## config.mk

```make
export PLATFORM = sky130hd
export DESIGN_NAME = ptb_part_tlb
export DESIGN_NICKNAME = d
export VERILOG_FILES = /design/src/rtl/ptb_pkg.sv /design/src/rtl/ptb_page_match.sv /design/src/rtl/ptb_first_set.sv /design/src/rtl/ptb_part_tlb.sv
export SDC_FILE = /design/constraint.sdc
export NUM_CORES = 2
export LEC_CHECK = 0
export ABC_AREA = 1
export BUFFER_PORTS_ARGS = -buffer_cell sky130_fd_sc_hd__buf_2
export CAP_MARGIN = 25
export CORE_ASPECT_RATIO = 1.4
export CORE_UTILIZATION = 55
export CTS_BUF_LIST = sky130_fd_sc_hd__clkbuf_8
export CTS_CLUSTER_DIAMETER = 30
export DETAILED_ROUTE_END_ITERATION = 10
export PLACE_DENSITY = 0.75
export SKIP_CTS_REPAIR_TIMING = 1
export SLEW_MARGIN = 40
export SYNTH_ARGS = -nofsm -noshare
export SYNTH_HDL_FRONTEND = slang
export SYNTH_SLANG_ARGS = --single-unit
```

## constraint.sdc

```tcl
create_clock -name clk -period 18.3 [get_ports clk]
set_input_delay 0.915 -clock clk [delete_from_list [all_inputs] [get_ports clk]]
set_output_delay 0.915 -clock clk [all_outputs]
set_load 0.05 [all_outputs]
```

## src/rtl/ptb_pkg.sv

```systemverilog
package ptb_pkg;
   typedef enum logic [2:0] {
      PTB_NOP        = 3'd0,
      PTB_FILL       = 3'd1,
      PTB_DROP_PAGE  = 3'd2,
      PTB_DROP_CTX   = 3'd3,
      PTB_DROP_PART  = 3'd4,
      PTB_CLEAR      = 3'd5
   } ptb_op_e;

   function automatic logic ptb_op_accepted(input logic [2:0] code);
      return (code >= 3'd1) && (code <= 3'd5);
   endfunction
endpackage

```

## src/rtl/ptb_page_match.sv

```systemverilog
module ptb_page_match #(
   parameter int VPN_W   = 20,
   parameter int CTX_W   = 13,
   parameter int PART_W  = 8,
   parameter int SZ_W    = 2,
   parameter int SZ_STEP = 3
) (
   input  logic              e_valid,
   input  logic [VPN_W-1:0]  e_vpn,
   input  logic [SZ_W-1:0]   e_size,
   input  logic [PART_W-1:0] e_part,
   input  logic [CTX_W-1:0]  e_ctx,
   input  logic              e_real,
   input  logic [VPN_W-1:0]  q_vpn,
   input  logic [PART_W-1:0] q_part,
   input  logic [CTX_W-1:0]  q_ctx,
   input  logic              q_real,
   output logic              hit
);
   logic [VPN_W-1:0] care;
   int               low_bits;

   always_comb begin
      low_bits = int'(e_size) * SZ_STEP;
      for (int b = 0; b < VPN_W; b++) care[b] = (b >= low_bits);
   end

   assign hit = e_valid && (e_part == q_part) && (e_real == q_real) &&
                (e_real || (e_ctx == q_ctx)) &&
                (((e_vpn ^ q_vpn) & care) == '0);
endmodule

```

## src/rtl/ptb_first_set.sv

```systemverilog
module ptb_first_set #(
   parameter int N     = 16,
   parameter int IDX_W = 4
) (
   input  logic [N-1:0]     vec,
   output logic             found,
   output logic [IDX_W-1:0] idx,
   output logic [N-1:0]     onehot
);
   always_comb begin
      idx = '0;
      for (int i = N - 1; i >= 0; i--) begin
         if (vec[i]) idx = IDX_W'(i);
      end
   end

   assign found  = |vec;
   assign onehot = vec & (~vec + N'(1));
endmodule

```

## src/rtl/ptb_part_tlb.sv

```systemverilog
module ptb_part_tlb
   import ptb_pkg::*;
#(
   parameter int ENTRIES = 16,
   parameter int VPN_W   = 20,
   parameter int PPN_W   = 20,
   parameter int CTX_W   = 13,
   parameter int PART_W  = 8,
   parameter int SZ_W    = 2,
   parameter int SZ_STEP = 3,
   localparam int IDX_W  = $clog2(ENTRIES),
   localparam int CNT_W  = $clog2(ENTRIES + 1)
) (
   input  logic               clk,
   input  logic               rst_n,
   input  logic               cmd_valid_i,
   input  logic [2:0]         cmd_op_i,
   input  logic               cmd_slot_en_i,
   input  logic [IDX_W-1:0]   cmd_slot_i,
   input  logic [VPN_W-1:0]   cmd_vpn_i,
   input  logic [SZ_W-1:0]    cmd_size_i,
   input  logic [PART_W-1:0]  cmd_part_i,
   input  logic [CTX_W-1:0]   cmd_ctx_i,
   input  logic               cmd_real_i,
   input  logic               cmd_pin_i,
   input  logic               cmd_priv_i,
   input  logic [PPN_W-1:0]   cmd_ppn_i,
   input  logic [VPN_W-1:0]   lk_vpn_i,
   input  logic [PART_W-1:0]  lk_part_i,
   input  logic [CTX_W-1:0]   lk_ctx_i,
   input  logic               lk_real_i,
   output logic               lk_hit_o,
   output logic [IDX_W-1:0]   lk_idx_o,
   output logic [ENTRIES-1:0] lk_onehot_o,
   output logic [PPN_W-1:0]   lk_ppn_o,
   output logic               lk_priv_o,
   output logic [CNT_W-1:0]   occ_count_o,
   output logic               stale_o
);
   localparam int MAX_LOW = ((1 << SZ_W) - 1) * SZ_STEP;

   if (ENTRIES < 2 || ENTRIES > 64 || (ENTRIES & (ENTRIES - 1)) != 0) begin : g_bad_entries
      $error("ENTRIES must be a power of two from 2 to 64");
   end
   if (MAX_LOW > VPN_W || MAX_LOW > PPN_W) begin : g_bad_size
      $error("largest page size exceeds page number width");
   end

   // slot storage
   logic [ENTRIES-1:0] valid_q, used_q, pin_q, priv_q, real_q;
   logic [VPN_W-1:0]   vpn_q  [ENTRIES];
   logic [PPN_W-1:0]   ppn_q  [ENTRIES];
   logic [SZ_W-1:0]    size_q [ENTRIES];
   logic [PART_W-1:0]  part_q [ENTRIES];
   logic [CTX_W-1:0]   ctx_q  [ENTRIES];
   logic [CNT_W-1:0]   cnt_q;
   logic               stale_q;

   ptb_op_e            op;
   logic [ENTRIES-1:0] lk_hits, pg_hits, ctx_hits, prt_hits, kill;
   logic [ENTRIES-1:0] free_onehot;
   logic               free_found;
   logic [IDX_W-1:0]   free_idx, fill_idx;
   logic [CNT_W-1:0]   kill_cnt;

   assign op = ptb_op_e'(cmd_op_i);

   for (genvar i = 0; i < ENTRIES; i++) begin : g_slot
      ptb_page_match #(
         .VPN_W(VPN_W), .CTX_W(CTX_W), .PART_W(PART_W), .SZ_W(SZ_W), .SZ_STEP(SZ_STEP)
      ) i_lk_match (
         .e_valid(valid_q[i]), .e_vpn(vpn_q[i]), .e_size(size_q[i]),
         .e_part(part_q[i]), .e_ctx(ctx_q[i]), .e_real(real_q[i]),
         .q_vpn(lk_vpn_i), .q_part(lk_part_i), .q_ctx(lk_ctx_i), .q_real(lk_real_i),
         .hit(lk_hits[i])
      );
      ptb_page_match #(
         .VPN_W(VPN_W), .CTX_W(CTX_W), .PART_W(PART_W), .SZ_W(SZ_W), .SZ_STEP(SZ_STEP)
      ) i_pg_match (
         .e_valid(valid_q[i]), .e_vpn(vpn_q[i]), .e_size(size_q[i]),
         .e_part(part_q[i]), .e_ctx(ctx_q[i]), .e_real(real_q[i]),
         .q_vpn(cmd_vpn_i), .q_part(cmd_part_i), .q_ctx(cmd_ctx_i), .q_real(cmd_real_i),
         .hit(pg_hits[i])
      );
      assign ctx_hits[i] = (part_q[i] == cmd_part_i) && (ctx_q[i] == cmd_ctx_i);
      assign prt_hits[i] = (part_q[i] == cmd_part_i) && !pin_q[i];
   end

   // which slots a drop removes
   always_comb begin
      unique case (op)
         PTB_DROP_PAGE: kill = pg_hits;
         PTB_DROP_CTX:  kill = ctx_hits;
         PTB_DROP_PART: kill = prt_hits;
         PTB_CLEAR:     kill = '1;
         default:       kill = '0;
      endcase
   end

   always_comb begin
      kill_cnt = '0;
      for (int i = 0; i < ENTRIES; i++) kill_cnt = kill_cnt + CNT_W'(kill[i] & used_q[i]);
   end

   ptb_first_set #(.N(ENTRIES), .IDX_W(IDX_W)) i_free (
      .vec(~valid_q), .found(free_found), .idx(free_idx), .onehot(free_onehot)
   );

   assign fill_idx = cmd_slot_en_i ? cmd_slot_i :
                     (free_found ? free_idx : IDX_W'(ENTRIES - 1));

   always_ff @(posedge clk or negedge rst_n) begin
      if (!rst_n) begin
         valid_q <= '0;
         used_q  <= '0;
         pin_q   <= '0;
         priv_q  <= '0;
         real_q  <= '0;
         cnt_q   <= '0;
         stale_q <= 1'b0;
         for (int i = 0; i < ENTRIES; i++) begin
            vpn_q[i]  <= '0;
            ppn_q[i]  <= '0;
            size_q[i] <= '0;
            part_q[i] <= '0;
            ctx_q[i]  <= '0;
         end
      end else begin
         stale_q <= cmd_valid_i && ptb_op_accepted(cmd_op_i);
         if (cmd_valid_i) begin
            if (op == PTB_FILL) begin
               valid_q[fill_idx] <= 1'b1;
               used_q[fill_idx]  <= 1'b1;
               pin_q[fill_idx]   <= cmd_pin_i;
               priv_q[fill_idx]  <= cmd_priv_i;
               real_q[fill_idx]  <= cmd_real_i;
               vpn_q[fill_idx]   <= cmd_vpn_i;
               ppn_q[fill_idx]   <= cmd_ppn_i;
               size_q[fill_idx]  <= cmd_size_i;
               part_q[fill_idx]  <= cmd_part_i;
               ctx_q[fill_idx]   <= cmd_ctx_i;
               cnt_q <= cnt_q + CNT_W'(!used_q[fill_idx]);
            end else begin
               valid_q <= valid_q & ~kill;
               used_q  <= used_q & ~kill;
               cnt_q   <= cnt_q - kill_cnt;
            end
         end
      end
   end

   // lookup result
   logic             lk_found;
   logic [PPN_W-1:0] sel_ppn;
   int               sel_low;

   ptb_first_set #(.N(ENTRIES), .IDX_W(IDX_W)) i_lk_pick (
      .vec(lk_hits), .found(lk_found), .idx(lk_idx_o), .onehot(lk_onehot_o)
   );

   always_comb begin
      sel_ppn = ppn_q[lk_idx_o];
      sel_low = int'(size_q[lk_idx_o]) * SZ_STEP;
      lk_ppn_o = '0;
      if (lk_found) begin
         for (int b = 0; b < PPN_W; b++) begin
            if (b < sel_low && b < VPN_W) lk_ppn_o[b] = lk_vpn_i[b];
            else                          lk_ppn_o[b] = sel_ppn[b];
         end
      end
   end

   assign lk_hit_o    = lk_found;
   assign lk_priv_o   = lk_found && priv_q[lk_idx_o];
   assign occ_count_o = cnt_q;
   assign stale_o     = stale_q;
endmodule

```

==> results.md <==
- Most frequent cells in the layout: nand2_1, o21ai_0, dfrtp_1
- Die area: 121600 µm²
- RSZ-0062 raised after global routing: no
- Die H: 412.2 µm
- DP Wirelength: 189300 µm
- Hold_sp: cmd_valid_i
- Min-Delay Path Class: input port to flop
- H-tree levels: 4
- Hold Fails Final Rpt: 0
- Io pins: 167
- Simple-gate share of the synthesized area: 24.23%
- Antenna Nets Post-Route: 0
- Skew final: 0.05423 ns
- Mux share of post-synthesis cell area: 0.04542%
- Starting Density: 55.38%
- Share of post-route cells with drive strength above 1: 8.996%
- CP Class: flop to output pin
- Max Fclk: 113.6 MHz
- CTS tree: yes
- EDFF count, synth: 0
- Core Region: 119400 µm²
- Tot GR Track Use: 46.25%
- Largest family of logic cells by synthesized area: simple AND/OR/NAND/NOR gates
- # port buffers: 166
- Synth warn: 0
- Synth area leader: dfrtp_1
- Post-Synth XOR/XNOR Area: 7.035%
- Final #Nets: 9071
- Worst-Margin Slew: 0.9626 ns
- Slew Limit Fails: 0
- Crit. Startpoint: size_q[31]
- Clk sinks: 1094
- Largest net degree at the start of global routing: 100
- Total clock buffers created by CTS: 220
- Die Wd: 295.0 µm
- Power Dens Cells: 104.0 nW/µm²
- Synthesized-area fraction occupied by ao, oa, aoi and oai cells: 16.57%
- CTS max path bufs: 3
- Worst-Skew Late Latency: 1.01 ns
- Total grt overflow: 0
- Routed WL: 281200 µm
- Reg2reg start: size_q[24]
- Most common cell after layout, fill and taps aside: nand2_1
- Grt peak-use layer: met2
- Area growth syn-to-layout: 10.24%
- Post-Synthesis Net Count: 9159
- Post-synth top area share: 41.41%
- Initial antenna violation count: 11
- Max VDD drop: 114.1 µV
- Vias in the first global route: 61514
- Row count: 150
- Fin Setup TNS: 0 ns
- Worst-path clk slew: 0.06 ns
- Via density: 6.174
- Failing checks: DRC
- CP startpoint kind: flop
- Setup Viol. Count Final: 0
- Worst EP required: 17.39 ns
- Fill count: 11050
- CP endpoint kind: output pin
- Gp weighted congestion: 1.083
- Drt first pass iters: 11
- Seq/Total Area, Yosys: 41.41%
- Share of flip-flops with an asynchronous set or reset: 100.0%
- Area share of fa/ha/maj cells after synthesis: 3.006%
- Met3 GRT Util: 10.96%
- Synth Instances: 8892
- Leakage: 0.03365 µW
- M1 GR Usage: 52.64%
- Slew HR: 35.29%
- Critical path fanouts, max: 51
- Max Cap Viol: 0
- Status: complete, but fails checks
- Starting DRT DRC Count: 7609
- DRC: 2
- Design Area, Final: 72880 µm²
- Post-DP Area: 67610 µm²
- Critical path arrival: 7.89 ns
- Post-synth top flop: dfrtp_1
- Met2 usage: 71.29%
- Avg WL per Cell: 26.57 µm
- Synth area leaders: dfrtp_1, nand2_1, o21ai_0, xor2_1, inv_1
- Netlist cell types: 68
- Tcrit/Tclk final: 48.12%
- #FFs+latches synth: 1094
- Vias: 65345
- Syn avg cell area: 7.435 µm²
- First-pass GRT wire length: 407300 µm
- Netlist Area Pre-Place: 66110 µm²
- Minimum clock period: 8.807 ns
- Root Buffer: clkbuf_8
## synthesized netlist by cell type (59+ instances only)
cell,instances
o21ai_0,1389
nor4_1,59
nand2_1,2738
nand4_1,119
xnor2_1,248
inv_1,589
nand3_1,333
xor2_1,283
nor3_1,66
o22ai_1,150
dfrtp_1,1094
ha_1,130
a21oi_1,153
nor2_1,460
clkbuf_1,383
buf_2,105
## logic make-up (layout without fill, tap and decap cells)
kind of cell | count (synthesis) | in the layout
AND/OR/NAND/NOR | 3904 | 3904
AO/OA/AOI/OAI | 1986 | 1986
buffers and inverters | 1226 | 1316
flip-flops | 1094 | 1094
XOR/XNOR | 531 | 531
adder cells (fa/ha/maj) | 148 | 148
multiplexers | 3 | 3
other | 0 | 6
## critical path: stages, from the launching register on
cell and delay (ns):
dfrtp_1 0.53, ha_1 0.41, inv_1 0.12, o21ai_0 0.32
nand4_1 0.22, nor4b_2 0.75, nand2_1 0.36, nor2_4 0.29
nor2_2 0.08, nand2_2 0.06, buf_4 0.47, nand2_8 0.41
o21ai_0 0.49, nand2_1 0.11, nand3_1 0.11, nand3_1 0.12
nand2_1 0.39, inv_1 0.13, ha_1 0.23, inv_1 0.31
nor2_1 0.22, nor2_1 0.23, o21ai_1 0.12, inv_1 0.06
buf_2 0.25
## through the flow
| stage | cells | util, % | worst slack, ns | hold slack, ns | power, µW |
|---|---|---|---|---|---|
| after global routing | 10579 | 61.05 | 9.314 | 0.2123 | 7909 |
| after global placement | 10171 | 56.35 | 8.770 | 0.4571 | 4569 |
| after floorplan | 8892 | - | 11.32 | 0.4419 | 4010 |
| after detailed placement | 10177 | 56.64 | 9.538 | 0.4623 | 4592 |
| final | 10584 | 61.06 | 9.493 | 0.2264 | 7579 |
| after CTS | 10577 | 60.99 | 9.736 | -0.1353 | 7541 |
## final timing paths
check                            endpoint  slack [ns]  cells after the start
hold reg to reg                ppn_q[105]        0.48                      2
setup / recovery              lk_ppn_o[7]        9.49                     24
max in group asynchronous       ppn_q[92]       14.53                      6
hold / removal             occ_count_o[3]        0.23                      2
setup reg to reg           occ_count_o[3]       10.24                     28
min in group asynchronous      vpn_q[241]        0.47                      2
## sequential cells by signal, indices dropped and copies added, names as in the netlist
name and flops:
ctx_q 208, occ_count_o 5, part_q 128, pin_q 16, ppn_q 320, priv_q 16, real_q 16, size_q 32
stale_o 1, used_q 16, valid_q 16, vpn_q 320
## layer usage
layer | share of wire, % | vias up | wire length [µm]
met5 | 0.039 | - | 111
li1 | - | 28981 | -
met2 | 44 | 4091 | 124500
met4 | 11 | 8 | 32020
met3 | 10 | 1352 | 28470
met1 | 34 | 30913 | 96080
## final cells by class
class | instances | area, µm² | share of cell area (%)
sequential | 1094 | 27380 | 37.56
multi-input combinational | 6572 | 34000 | 46.65
clock buffer | 259 | 3565 | 4.891
antenna | 6 | 15.01 | 0.02060
clock inverter | 141 | 1633 | 2.240
tap | 1596 | 1997 | 2.740
timing repair buffer | 280 | 1897 | 2.603
inverter | 636 | 2396 | 3.288
## report_power, final
group          switching, µW  internal, µW  total, µW
combinational           1050           595       1640
sequential               291          2680       2970
clock                   1230          1740       2970
total                   2570          5010       7580
Note: power is estimated with default switching activity, not from simulation.
